`src/rtl/tix_pkg.sv`:
```
package tix_pkg;
  localparam logic [6:0] OPC_LOAD     = 7'h03;
  localparam logic [6:0] OPC_LOAD_FP  = 7'h07;
  localparam logic [6:0] OPC_STORE    = 7'h23;
  localparam logic [6:0] OPC_STORE_FP = 7'h27;
  localparam logic [6:0] OPC_AMO      = 7'h2F;
  localparam logic [6:0] OPC_SYSTEM   = 7'h73;
  localparam logic [2:0] F3_HYP_MEM   = 3'd4;
  localparam int         RS1_LSB      = 15;
  localparam int         RS1_W        = 5;

  typedef struct packed {
    logic        hit;
    logic [31:0] word;
    logic [2:0]  lg_size;
  } xf_t;

  function automatic logic [31:0] mk_load(logic [6:0] opc, logic [2:0] f3, logic [4:0] rd);
    return {12'b0, 5'b0, f3, rd, opc};
  endfunction

  function automatic logic [31:0] mk_store(logic [6:0] opc, logic [2:0] f3, logic [4:0] rs2);
    return {7'b0, rs2, 5'b0, f3, 5'b0, opc};
  endfunction
endpackage

```
`src/rtl/tix_rvc_expand.sv`:
```
module tix_rvc_expand
  import tix_pkg::*;
(
  input  logic [15:0] cinsn,
  input  logic        xlen64,
  output xf_t         res
);
  logic [1:0] quad;
  logic [2:0] f3;
  logic [4:0] ld_reg;
  logic [4:0] st_reg;
  logic       unused_imm;

  assign quad       = cinsn[1:0];
  assign f3         = cinsn[15:13];
  assign unused_imm = cinsn[12];

  always_comb begin
    if (quad == 2'b00) begin
      ld_reg = {2'b01, cinsn[4:2]};
      st_reg = {2'b01, cinsn[4:2]};
    end else begin
      ld_reg = cinsn[11:7];
      st_reg = cinsn[6:2];
    end
  end

  always_comb begin
    res = '0;
    if (quad == 2'b00 || quad == 2'b10) begin
      unique case (f3)
        3'd1: res = '{hit: 1'b1, word: mk_load(OPC_LOAD_FP, 3'd3, ld_reg), lg_size: 3'd3};
        3'd2: res = '{hit: 1'b1, word: mk_load(OPC_LOAD, 3'd2, ld_reg), lg_size: 3'd2};
        3'd3: begin
          if (xlen64) res = '{hit: 1'b1, word: mk_load(OPC_LOAD, 3'd3, ld_reg), lg_size: 3'd3};
          else        res = '{hit: 1'b1, word: mk_load(OPC_LOAD_FP, 3'd2, ld_reg), lg_size: 3'd2};
        end
        3'd5: res = '{hit: 1'b1, word: mk_store(OPC_STORE_FP, 3'd3, st_reg), lg_size: 3'd3};
        3'd6: res = '{hit: 1'b1, word: mk_store(OPC_STORE, 3'd2, st_reg), lg_size: 3'd2};
        3'd7: begin
          if (xlen64) res = '{hit: 1'b1, word: mk_store(OPC_STORE, 3'd3, st_reg), lg_size: 3'd3};
          else        res = '{hit: 1'b1, word: mk_store(OPC_STORE_FP, 3'd2, st_reg), lg_size: 3'd2};
        end
        default: res = '0;
      endcase
      // compressed origin mark
      res.word[1] = 1'b0;
    end
  end
endmodule

```
`src/rtl/tix_wide_xform.sv`:
```
module tix_wide_xform
  import tix_pkg::*;
(
  input  logic [31:0] insn,
  output xf_t         res
);
  logic [6:0] opc;
  logic [2:0] f3;

  assign opc = insn[6:0];
  assign f3  = insn[14:12];

  always_comb begin
    res = '0;
    unique case (opc)
      OPC_LOAD, OPC_LOAD_FP:
        res = '{hit: 1'b1, word: {12'b0, insn[19:0]}, lg_size: f3};
      OPC_STORE, OPC_STORE_FP:
        res = '{hit: 1'b1, word: {7'b0, insn[24:12], 5'b0, insn[6:0]}, lg_size: f3};
      OPC_AMO:
        res = '{hit: 1'b1, word: insn, lg_size: f3};
      OPC_SYSTEM: begin
        if (f3 == F3_HYP_MEM)
          res = '{hit: 1'b1, word: insn, lg_size: {1'b0, insn[27:26]}};
      end
      default: res = '0;
    endcase
  end
endmodule

```
`src/rtl/tix_offset_fold.sv`:
```
module tix_offset_fold
  import tix_pkg::*;
#(
  parameter int ADDR_W = 64
) (
  input  xf_t               res,
  input  logic [ADDR_W-1:0] fault_addr,
  input  logic [ADDR_W-1:0] eff_addr,
  output logic [31:0]       tinst
);
  localparam int LG_ALL = RS1_W;

  logic [RS1_W-1:0] diff;
  logic [RS1_W-1:0] mask;
  logic             unused_hi;

  assign diff      = fault_addr[RS1_W-1:0] - eff_addr[RS1_W-1:0];
  assign unused_hi = ^{fault_addr[ADDR_W-1:RS1_W], eff_addr[ADDR_W-1:RS1_W]};

  always_comb begin
    if (int'(res.lg_size) >= LG_ALL) mask = '1;
    else mask = RS1_W'((1 << res.lg_size) - 1);
  end

  always_comb begin
    tinst = '0;
    if (res.hit) begin
      tinst = res.word;
      tinst[RS1_LSB +: RS1_W] = diff & mask;
    end
  end
endmodule

```
`src/rtl/trap_insn_xform.sv`:
```
module trap_insn_xform
  import tix_pkg::*;
#(
  parameter int ADDR_W = 64
) (
  input  logic              clk,
  input  logic              rst_n,
  input  logic              in_valid,
  output logic              in_ready,
  input  logic [31:0]       in_insn,
  input  logic [ADDR_W-1:0] in_fault_addr,
  input  logic [ADDR_W-1:0] in_eff_addr,
  input  logic              in_xlen64,
  output logic              out_valid,
  input  logic              out_ready,
  output logic [31:0]       out_tinst
);
  xf_t         rvc_res;
  xf_t         wide_res;
  xf_t         sel_res;
  logic [31:0] xf_word;
  logic        is_rvc;

  assign is_rvc = (in_insn[1:0] != 2'b11);

  tix_rvc_expand u_rvc (
    .cinsn (in_insn[15:0]),
    .xlen64(in_xlen64),
    .res   (rvc_res)
  );

  tix_wide_xform u_wide (
    .insn(in_insn),
    .res (wide_res)
  );

  assign sel_res = is_rvc ? rvc_res : wide_res;

  tix_offset_fold #(.ADDR_W(ADDR_W)) u_fold (
    .res       (sel_res),
    .fault_addr(in_fault_addr),
    .eff_addr  (in_eff_addr),
    .tinst     (xf_word)
  );

  assign in_ready = !out_valid || out_ready;

  always_ff @(posedge clk or negedge rst_n) begin
    if (!rst_n) begin
      out_valid <= 1'b0;
      out_tinst <= '0;
    end else if (in_valid && in_ready) begin
      out_valid <= 1'b1;
      out_tinst <= xf_word;
    end else if (out_ready) begin
      out_valid <= 1'b0;
    end
  end
endmodule

```
`config.mk`:
```
export PLATFORM = sky130hd
export DESIGN_NAME = trap_insn_xform
export DESIGN_NICKNAME = d
export VERILOG_FILES = /design/src/rtl/tix_pkg.sv /design/src/rtl/tix_rvc_expand.sv /design/src/rtl/tix_wide_xform.sv /design/src/rtl/tix_offset_fold.sv /design/src/rtl/trap_insn_xform.sv
export SDC_FILE = /design/constraint.sdc
export NUM_CORES = 1
export LEC_CHECK = 0
export CELL_PAD_IN_SITES_DETAIL_PLACEMENT = 0
export CELL_PAD_IN_SITES_GLOBAL_PLACEMENT = 1
export CORE_ASPECT_RATIO = 0.8
export CORE_UTILIZATION = 17
export DETAILED_ROUTE_END_ITERATION = 10
export HOLD_SLACK_MARGIN = 0.08
export PLACE_DENSITY_LB_ADDON = 0.1
export SLEW_MARGIN = 20
export SYNTH_ARGS = -nofsm -noshare
export SYNTH_HDL_FRONTEND = slang
export SYNTH_SLANG_ARGS = --single-unit
export TNS_END_PERCENT = 50
```
`constraint.sdc`:
```
create_clock -name clk -period 1.8 [get_ports clk]
set_clock_uncertainty 0.2 [all_clocks]
set_input_delay 0.45 -clock clk [delete_from_list [all_inputs] [get_ports clk]]
set_output_delay 0.45 -clock clk [all_outputs]
set_load 0.005 [all_outputs]
```
# After elaboration in Yosys (flattened, before gate mapping)

Cells that the tools add are included.
Widths: inputs -> output; s select.

Memories: 0
Logic and storage cells: 43
RAM bits: 0
Bits of input ports: 165
Latch bits: 0
Register bits: 33
Output and inout port bits: 34
Memory bits (read-only): 0

Divide/modulo/power cells: 0
Add/subtract/negate cells: 2
Eq/ne operators: 15
$mul: 0
Shift-type cells: 1
Reduce and logical (&&, ||, !) cells: 8
Bitwise gates (word level): 1
Mux-type cells: 13
$lt $le $gt $ge: 1

Operator list:

| operator            | number |
|---|---|
| $pmux 36 s6         | 1 |
| $pmux 36 s4         | 1 |
| $mux 36             | 3 |
| $mux 16             | 2 |
| $mux 32             | 1 |
| $eq 7x6->1 const B  | 3 |
| $mux 5              | 3 |
| $eq 3x3->1 const B  | 4 |
| $eq 7x2->1 const B  | 1 |
| $eq 7x3->1 const B  | 1 |
| $eq 7x7->1 const B  | 1 |
| $eq 3x2->1 const B  | 2 |
| $and 5x5->5         | 1 |
| $shl 1x3->5 const A | 1 |
| $sub 5x2->5 const B | 1 |
| $sub 5x5->5         | 1 |
| $reduce_or 2->1     | 2 |
| $eq 3x1->1 const B  | 1 |
| $ge 3x3->1 const B  | 1 |
| $eq 2x2->1 const B  | 1 |
| $logic_not 2->1     | 1 |
| $logic_or 1x1->1    | 2 |
| $mux 1              | 2 |
| $ne 2x2->1 const B  | 1 |
| 3 further kinds     | 3 |

# Depth between registers and ports, before layout

Gate-level depths: netlist of the first run.

Depth in word-level cells: 11
Mapped depth: 10
Depth with buffers taken out: 9

# Hierarchy

Synthesis of the first run repeated with hierarchy kept, for this count alone.

Cell total of the unflattened synthesis: 284
Area total of the unflattened synthesis: 3076.7 um2

Modules (own cells, without submodules):

| module          | times used | cells each | seq. area each (um2) | area an instance (um2) |
|---|---|---|---|---|
| trap_insn_xform | 1          | 111        | 825.8                | 1836.8 |
| tix_offset_fold | 1          | 67         | 0.0                  | 478.0 |
| tix_wide_xform  | 1          | 52         | 0.0                  | 400.4 |
| tix_rvc_expand  | 1          | 54         | 0.0                  | 361.6 |

# Worst setup path after synthesis of the first run

No wires, ideal clock.

Path type: input to register
Start point: input port in_insn[6]
End point: register out_tinst[17]
Required time: 1.464 ns
Path slack: -0.619 ns
Library setup time: 0.136 ns
Stages: 8
Path buffers: 0
Data arrival time: 2.083 ns
Path through: or3b_2 o32ai_1 a21oi_1 nor2_1 nand2_1 ha_1 o311ai_1 a221oi_2

Longest elaborated chain between the ends: 9
Elaborated cells on any way between the ends: 16
Classes of those cells: add/sub: 1; order compare: 1; eq/ne: 6; shift: 1; mux: 4; bitwise: 1; reduce/logical: 2

Ends and longest elaborated chain:

| what                               | line                  | RTL |
|---|---|---|
| start, declared                    | trap_insn_xform.sv:10 | `input logic [31:0] in_insn,` |
| $eq 7x6->1 (tied with other cells) | tix_wide_xform.sv:15  | `unique case (opc)` |
| $reduce_or 2->1                    | tix_wide_xform.sv:15  |  |
| $pmux 36 s4 (*)                    | tix_wide_xform.sv:15  |  |
| $mux 36 (*)                        | trap_insn_xform.sv:37 | `assign sel_res = is_rvc ? rvc_res : wide_res;` |
| $shl 1x3->5                        | tix_offset_fold.sv:22 | `else mask = RS1_W'((1 << res.lg_size) - 1);` |
| $sub 5x2->5                        | tix_offset_fold.sv:22 |  |
| $mux 5                             | tix_offset_fold.sv:21 | `if (int'(res.lg_size) >= LG_ALL) mask = '1;` |
| $and 5x5->5                        | tix_offset_fold.sv:29 | `tinst[RS1_LSB +: RS1_W] = diff & mask;` |
| $mux 32 (*)                        | tix_offset_fold.sv:27 | `if (res.hit) begin` |
| end signal, assigned               | trap_insn_xform.sv:54 | `out_tinst <= xf_word;` |
| end, declared                      | trap_insn_xform.sv:16 | `output logic [31:0] out_tinst` |

Every way passes the cells marked *; elsewhere a longest branch is shown, timed or not.
A chain may end at the register's enable or synchronous reset.

# Final worst setup path of the first run

Ends and elaborated chain as after synthesis.

==> results of run 1 <==
==> kinds of logic after synthesis <==
| kind of cell | synth area share |
|---|---|
| simple gates | 0.165 |
| mux | 0.0108 |
| fa+ha+maj | 0.0444 |
| compound gates | 0.274 |
| flops | 0.444 |
| buf+inv | 0.0397 |
| xor+xnor | 0.0235 |
==> what timing repair did <==
| item | 4_1_cts | 5_1_grt |
|---|---|---|
| setup endpoints to repair | 54 | 43 |
| buffers inserted | 16 | 8 |
| gates resized for setup | 116 | 43 |
| pin swaps | 29 | 26 |
| hold buffers | 1 | 0 |
| hold endpoints to repair | 33 | 0 |
==> critical path, cell delays in order <==
cell and delay, ps:
buf_6 90, or3b_4 400, o32ai_4 320, a21o_1 180
nor3b_2 70, inv_1 110, ha_4 160, o311ai_4 90
a221oi_2 270
==> cell usage in the layout, fill, tap and decap left out, drive strengths merged, types with 5 or more instances in the layout <==
master / Yosys / layout
buf: 3 / 74
dfrtp: 33 / 33
dlygate4sd2: 0 / 26
nand2: 26 / 26
clkdlybuf4s50: 0 / 24
o21ai: 13 / 13
dlymetal6s2s: 0 / 12
a22o: 11 / 11
inv: 11 / 11
nor2: 8 / 8
a21oi: 8 / 8
clkbuf: 3 / 7
a21o: 6 / 6
o31ai: 6 / 6
nand3: 5 / 5
ha: 5 / 5
==> per-stage QoR <==
stage / utilization / cells
2_1_floorplan: - / 190
3_5_place_dp: 0.301 / 442
3_3_place_gp: 0.301 / 442
4_1_cts: 0.336 / 467
5_1_grt: 0.354 / 471
6_report: 0.354 / 471
==> metal layers <==
metal,vias to the layer above,share of wire,wire [um]
met5,-,0,0
met4,0,0.0087,64
met3,5,0.050,366
met2,64,0.40,2920
met1,927,0.55,4040
li1,985,-,-
==> cell type report <==
type | count | area [um^2]
tap | 140 | 175
sequential | 33 | 826
multi-input combinational | 140 | 1190
clock buffer | 7 | 143
timing repair buffer | 139 | 1290
clock inverter | 1 | 30.0
inverter | 11 | 41.3
fill | 1104 | 6750
==> worst min-delay path by stage <==
stage                 startpoint           end  slack, ps  cells after the start
finish              out_tinst[9]  out_tinst[9]        280                      2
global route        out_tinst[3]  out_tinst[3]        310                      2
CTS                 out_tinst[3]  out_tinst[3]        290                      2
detailed placement  out_tinst[4]  out_tinst[4]        270                      1
global placement    out_tinst[4]  out_tinst[4]        270                      1
floorplan                  rst_n  out_tinst[0]        -50                      0
==> flip-flops by register name, summed over array words and instances (netlist names) <==
register   flops
out_tinst     32
out_valid      1
==> power groups by stage <==
stage | logic, W | registers (W) | clock network (W)
2_1_floorplan | 0.000176 | 0.000793 | 0
3_3_place_gp | 0.000483 | 0.000796 | 0
3_5_place_dp | 0.000480 | 0.000795 | 0
4_1_cts | 0.000517 | 0.000782 | 0.00105
5_1_grt | 0.000597 | 0.000785 | 0.00107
6_report | 0.000545 | 0.000782 | 0.00101
==> qor.txt, run 1 <==
top post-synthesis cells by area: dfrtp_1 (44%), nand2_1 (5.2%), a22o_1 (5.2%)
power density over the cells: 631 nW/um^2
Design Area, Final: 3700 um^2
area of the core: 10400 um^2
final worst path period share: 1.20
Hold Slack: 277 ps
ant diodes: 0
Pleak: 1.94 nW
Critical path origin: in_insn[6]
top cell type's share of synthesized area: 0.444
number of cells on the worst reg-to-reg path: 6
Die Wd: 119 um
number of synthesized flops with an enable pin: 0
Fmax: 462 MHz
routed vias/inst: 4.21
starting density of the core: 0.178
status: finished, violations left
met1 usage: 0.206
GR Util All Layers: 0.138
worst r2r src: out_valid
end of the critical path: out_tinst[17]
met2 Usage GRT: 0.193
Post-Route Setup TNS: -2870 ps
Net count, final: 501
half-perimeter wire length after placement: 5.59 mm
Area after DPL: 3140 um^2
first-pass GRT wire length: 11.6 mm
Die H: 95.6 um
RR Endpoint: out_tinst[15]
Psw: 0.000583 W
CP arrival: 2150 ps
total gr overflow: 0
Synth Flop Type: dfrtp_1
Final Power: 0.00234 W
Clock Latency Late Sink: 280 ps
met3 GRT Util: 0.0305
largest net degree at the start of global routing: 34
WS Path Type: in -> reg
DR iter-0 viols: 61
sw frac: 0.250
DRC violations left: 0
internal power: 0.00175 W
post-synthesis cell area: 1860 um^2
area leader, netlist: dfrtp_1
Req. time, crit path: 1790 ps
Slew @ Worst Pin: 453 ps
Slew Viols, Final: 0
setup slack, reg-to-reg: -10 ps
Die ar.: 11400 um^2
Cells after Synth: 190
Post-Syn Nets: 361
initial antenna violation count: 0
Clk network pwr share: 0.432
CTS tree: yes
top cells by count, synth: dfrtp_1 (33), nand2_1 (26), a22o_1 (11), inv_1 (11), o21ai_0 (11)
DRT Wirelength: 7.39 mm
I/O Pins: 199
Min Clock Period, post-route: 2160 ps
most numerous cell in the Yosys netlist: dfrtp_1
CTS Buf Count: 5
Comb pwr share: 0.233
Reg clk slew, reported paths: 60 ps
max cap viols: 0
global route hottest layer: met1
critical path fanouts, max: 3
failing checks: negative setup slack
final setup fails: 25
Hold Vio Cnt, Final: 0
RD Place Congestion: 0.829
I/O Buffers: 76
num rows: 33
Setup crit end kind: flip-flop
Syn. warnings: 0
ys async rst share: 1.00
via count: 1981
maximum vdd drop: 0.281 mV
Seq pwr share: 0.335
count of cell types in the netlist: 49
pre-CTS WS: -1080 ps
H-tree Lvls: 2
post-route ant nets: 0
unrepaired setup endpoints after global routing: true
Final WS setup: -364 ps
Area Overhead vs Synth: 98.7%
register area share after synthesis: 0.444
CTS Sinks: 33
flops & latches, synth: 33
WL/cell: 15.7 um
CTS Buffer Depth: 2
DR pass1 iterations: 4
clock root buffer: clkbuf_16
Avg Inst Size Synth: 9.80 um^2
min-delay worst type: reg -> reg
layout cells sized above 1: 0.399
Slew Limit Headroom: 0.698
vias in the first global route: 2051
crit start category: input port
(Power assumes the default switching activity.)
==> run 2, diff against run 1 <==
--- a/config.mk
+++ b/config.mk
@@ -8,7 +8,7 @@
 export CELL_PAD_IN_SITES_DETAIL_PLACEMENT = 0
 export CELL_PAD_IN_SITES_GLOBAL_PLACEMENT = 1
 export CORE_ASPECT_RATIO = 0.8
-export CORE_UTILIZATION = 17
+export CORE_UTILIZATION = 19
 export DETAILED_ROUTE_END_ITERATION = 10
 export HOLD_SLACK_MARGIN = 0.08
 export PLACE_DENSITY_LB_ADDON = 0.1
==> constraint.sdc (replaced) <==
create_clock -name clk -period 2.4 [get_ports clk]
set_clock_uncertainty 0.2 [all_clocks]
set_input_delay 0.6 -clock clk [delete_from_list [all_inputs] [get_ports clk]]
set_output_delay 0.6 -clock clk [all_outputs]
set_load 0.005 [all_outputs]
==> run 2 against run 1 <==
The flow now finishes without violations. Via count increased by 0.40%. Critical path depth increased by 1. Wire length decreased by 2.9%. Critical path type unchanged. Critical endpoint is now out_tinst[16]. Highest routed layer unchanged.
==> qor.txt, run 2 (synthesis results as in run 1) <==
status: complete, no violations
Die ar.: 10200 um^2
first-pass GRT wire length: 11.5 mm
unrepaired setup endpoints after global routing: true
DRC violations left: 0
Die Wd: 113 um
dpl cells: 432
clock root buffer: clkbuf_16
num rows: 31
CP arrival: 2260 ps
most frequent cells in the layout: buf_4 (68), clkdlybuf4s50_1 (61), dfrtp_1 (33)
area of the core: 9270 um^2
Min Clock Period, post-route: 2300 ps
I/O Buffers: 76
Critical Path Slowest Stage Cell: or3b_4
RD Place Congestion: 0.766
max cap viols: 0
maximum vdd drop: 0.265 mV
starting density of the core: 0.201
DR pass1 iterations: 4
CTS tree: yes
largest net degree at the start of global routing: 34
via count: 1989
initial antenna violation count: 0
min-delay worst type: in -> async
Net count, final: 507
Slew Viols, Final: 0
total gr overflow: 0
layout cells sized above 1: 0.342
DRT Wirelength: 7.18 mm
Design Area, Final: 3490 um^2
CTS Buffer Depth: 2
vias in the first global route: 2040
WS Path Type: in -> reg
H-tree Lvls: 2
Filler cells: 943
largest reg by FF count: out_tinst
ant diodes: 0
Die H: 90.5 um
Fmax: 435 MHz
Reg clk slew, reported paths: 50 ps
WL/cell: 15.9 um
Slew @ Worst Pin: 379 ps
max incr delay on CP: 400 ps
DR iter-0 viols: 94
GR Util All Layers: 0.148
Setup crit end kind: flip-flop
Slew Limit Headroom: 0.745
CTS Buf Count: 5
Pleak: 1.60 nW
routed vias/inst: 4.41
post-route ant nets: 0
final worst path period share: 0.959
Area Overhead vs Synth: 87.7%
CTS Sinks: 33
critical path fanouts, max: 4
Largest register FFs: 32
Area after DPL: 3210 um^2
Hold Vio Cnt, Final: 0
I/O Pins: 199
Clock Latency Late Sink: 280 ps
final setup fails: 0
final non-filler cell total: 451
power density over the cells: 464 nW/um^2
half-perimeter wire length after placement: 5.60 mm
commonest non-fill, non-tap cell in the layout: buf_4
crit start category: input port
Largest regs: out_tinst: 32 flops, out_valid: 1 flops
Req. time, crit path: 2350 ps
critical-path cell list: buf_4, or3b_4, o32ai_4, a21oi_2, nor2_1, nand2_1, ha_4, inv_1, a32oi_1, o31ai_1
run 2: cell types whose count changed in the layout (fill, tap and decap cells not counted), sizes merged:
cell | before | now
bufinv | 1 | 0
clkdlybuf4s15 | 2 | 0
clkdlybuf4s50 | 24 | 61
dlymetal6s2s | 12 | 2
dlygate4sd2 | 26 | 2
clkbuf | 7 | 11
buf | 74 | 76
dlygate4sd3 | 1 | 0
run 2: area by class of cell:
| class | instances | area (um^2) | area share |
|---|---|---|---|
| well taps | 115 | 144 | 0.0412 |
| repair buffers | 145 | 1250 | 0.358 |
| multi-input cells | 140 | 1090 | 0.312 |
| flip-flops and latches | 33 | 826 | 0.236 |
| inverters | 11 | 41.3 | 0.0118 |
| clock buffers | 7 | 143 | 0.0408 |
run 2: metal layers:
layer | track usage | up-vias | share of wire
met1 | 0.229 | 915 | 0.54
met5 | 0 | - | 0
met4 | 0.0333 | 0 | 0.0066
met2 | 0.198 | 71 | 0.38
met3 | 0.0423 | 5 | 0.076
li1 | - | 998 | -
run 2: worst paths after layout:
| path | start | slack [ps] | cells after the start | endpoint |
|---|---|---|---|---|
| max | in_insn[4] | 100 | 10 | out_tinst[16] |
| min | rst_n | 80 | 2 | out_tinst[10] |
| max reg2reg | out_valid | 560 | 7 | out_tinst[16] |
| min reg2reg | out_tinst[6] | 280 | 1 | out_tinst[6] |
| max in group asynchronous | rst_n | 1730 | 2 | out_tinst[24] |
| min in group clk | out_tinst[6] | 280 | 1 | out_tinst[6] |
run 2: metrics by stage:
stage	setup TNS (ps)	hold WS (ps)	worst slack, ps	util	power (W)
5_1_grt	-38.2	106	-38.2	0.377	0.00171
3_3_place_gp	-14740	268	-782	0.346	0.000967
6_report	0	76.8	98.6	0.377	0.00162
4_1_cts	0	90.6	0.295	0.375	0.00164
2_1_floorplan	-0.820	104	-0.820	-	0.000725
3_5_place_dp	-14830	269	-690	0.346	0.000965
run 2: where the power goes:
part           switching (W)  leakage (nW)  internal [W]
Clock               0.000232        0.0700      0.000407
Sequential         0.0000116         0.454      0.000575
Combinational       0.000174          1.08      0.000221
Total               0.000418          1.60       0.00120
run 2: critical path, delay by kind of cell:
kind,cells,cell delay (ps)
buffers and inverters,2,160
AO/OA/AOI/OAI,4,630
adder cells (fa/ha/maj),1,260
AND/OR/NAND/NOR,3,590
run 2: timing repair:
item,CTS,global route
hold buffers,0,0
buffers inserted,8,4
setup endpoints to repair,30,11
pin swaps,14,20
gates resized for setup,37,26
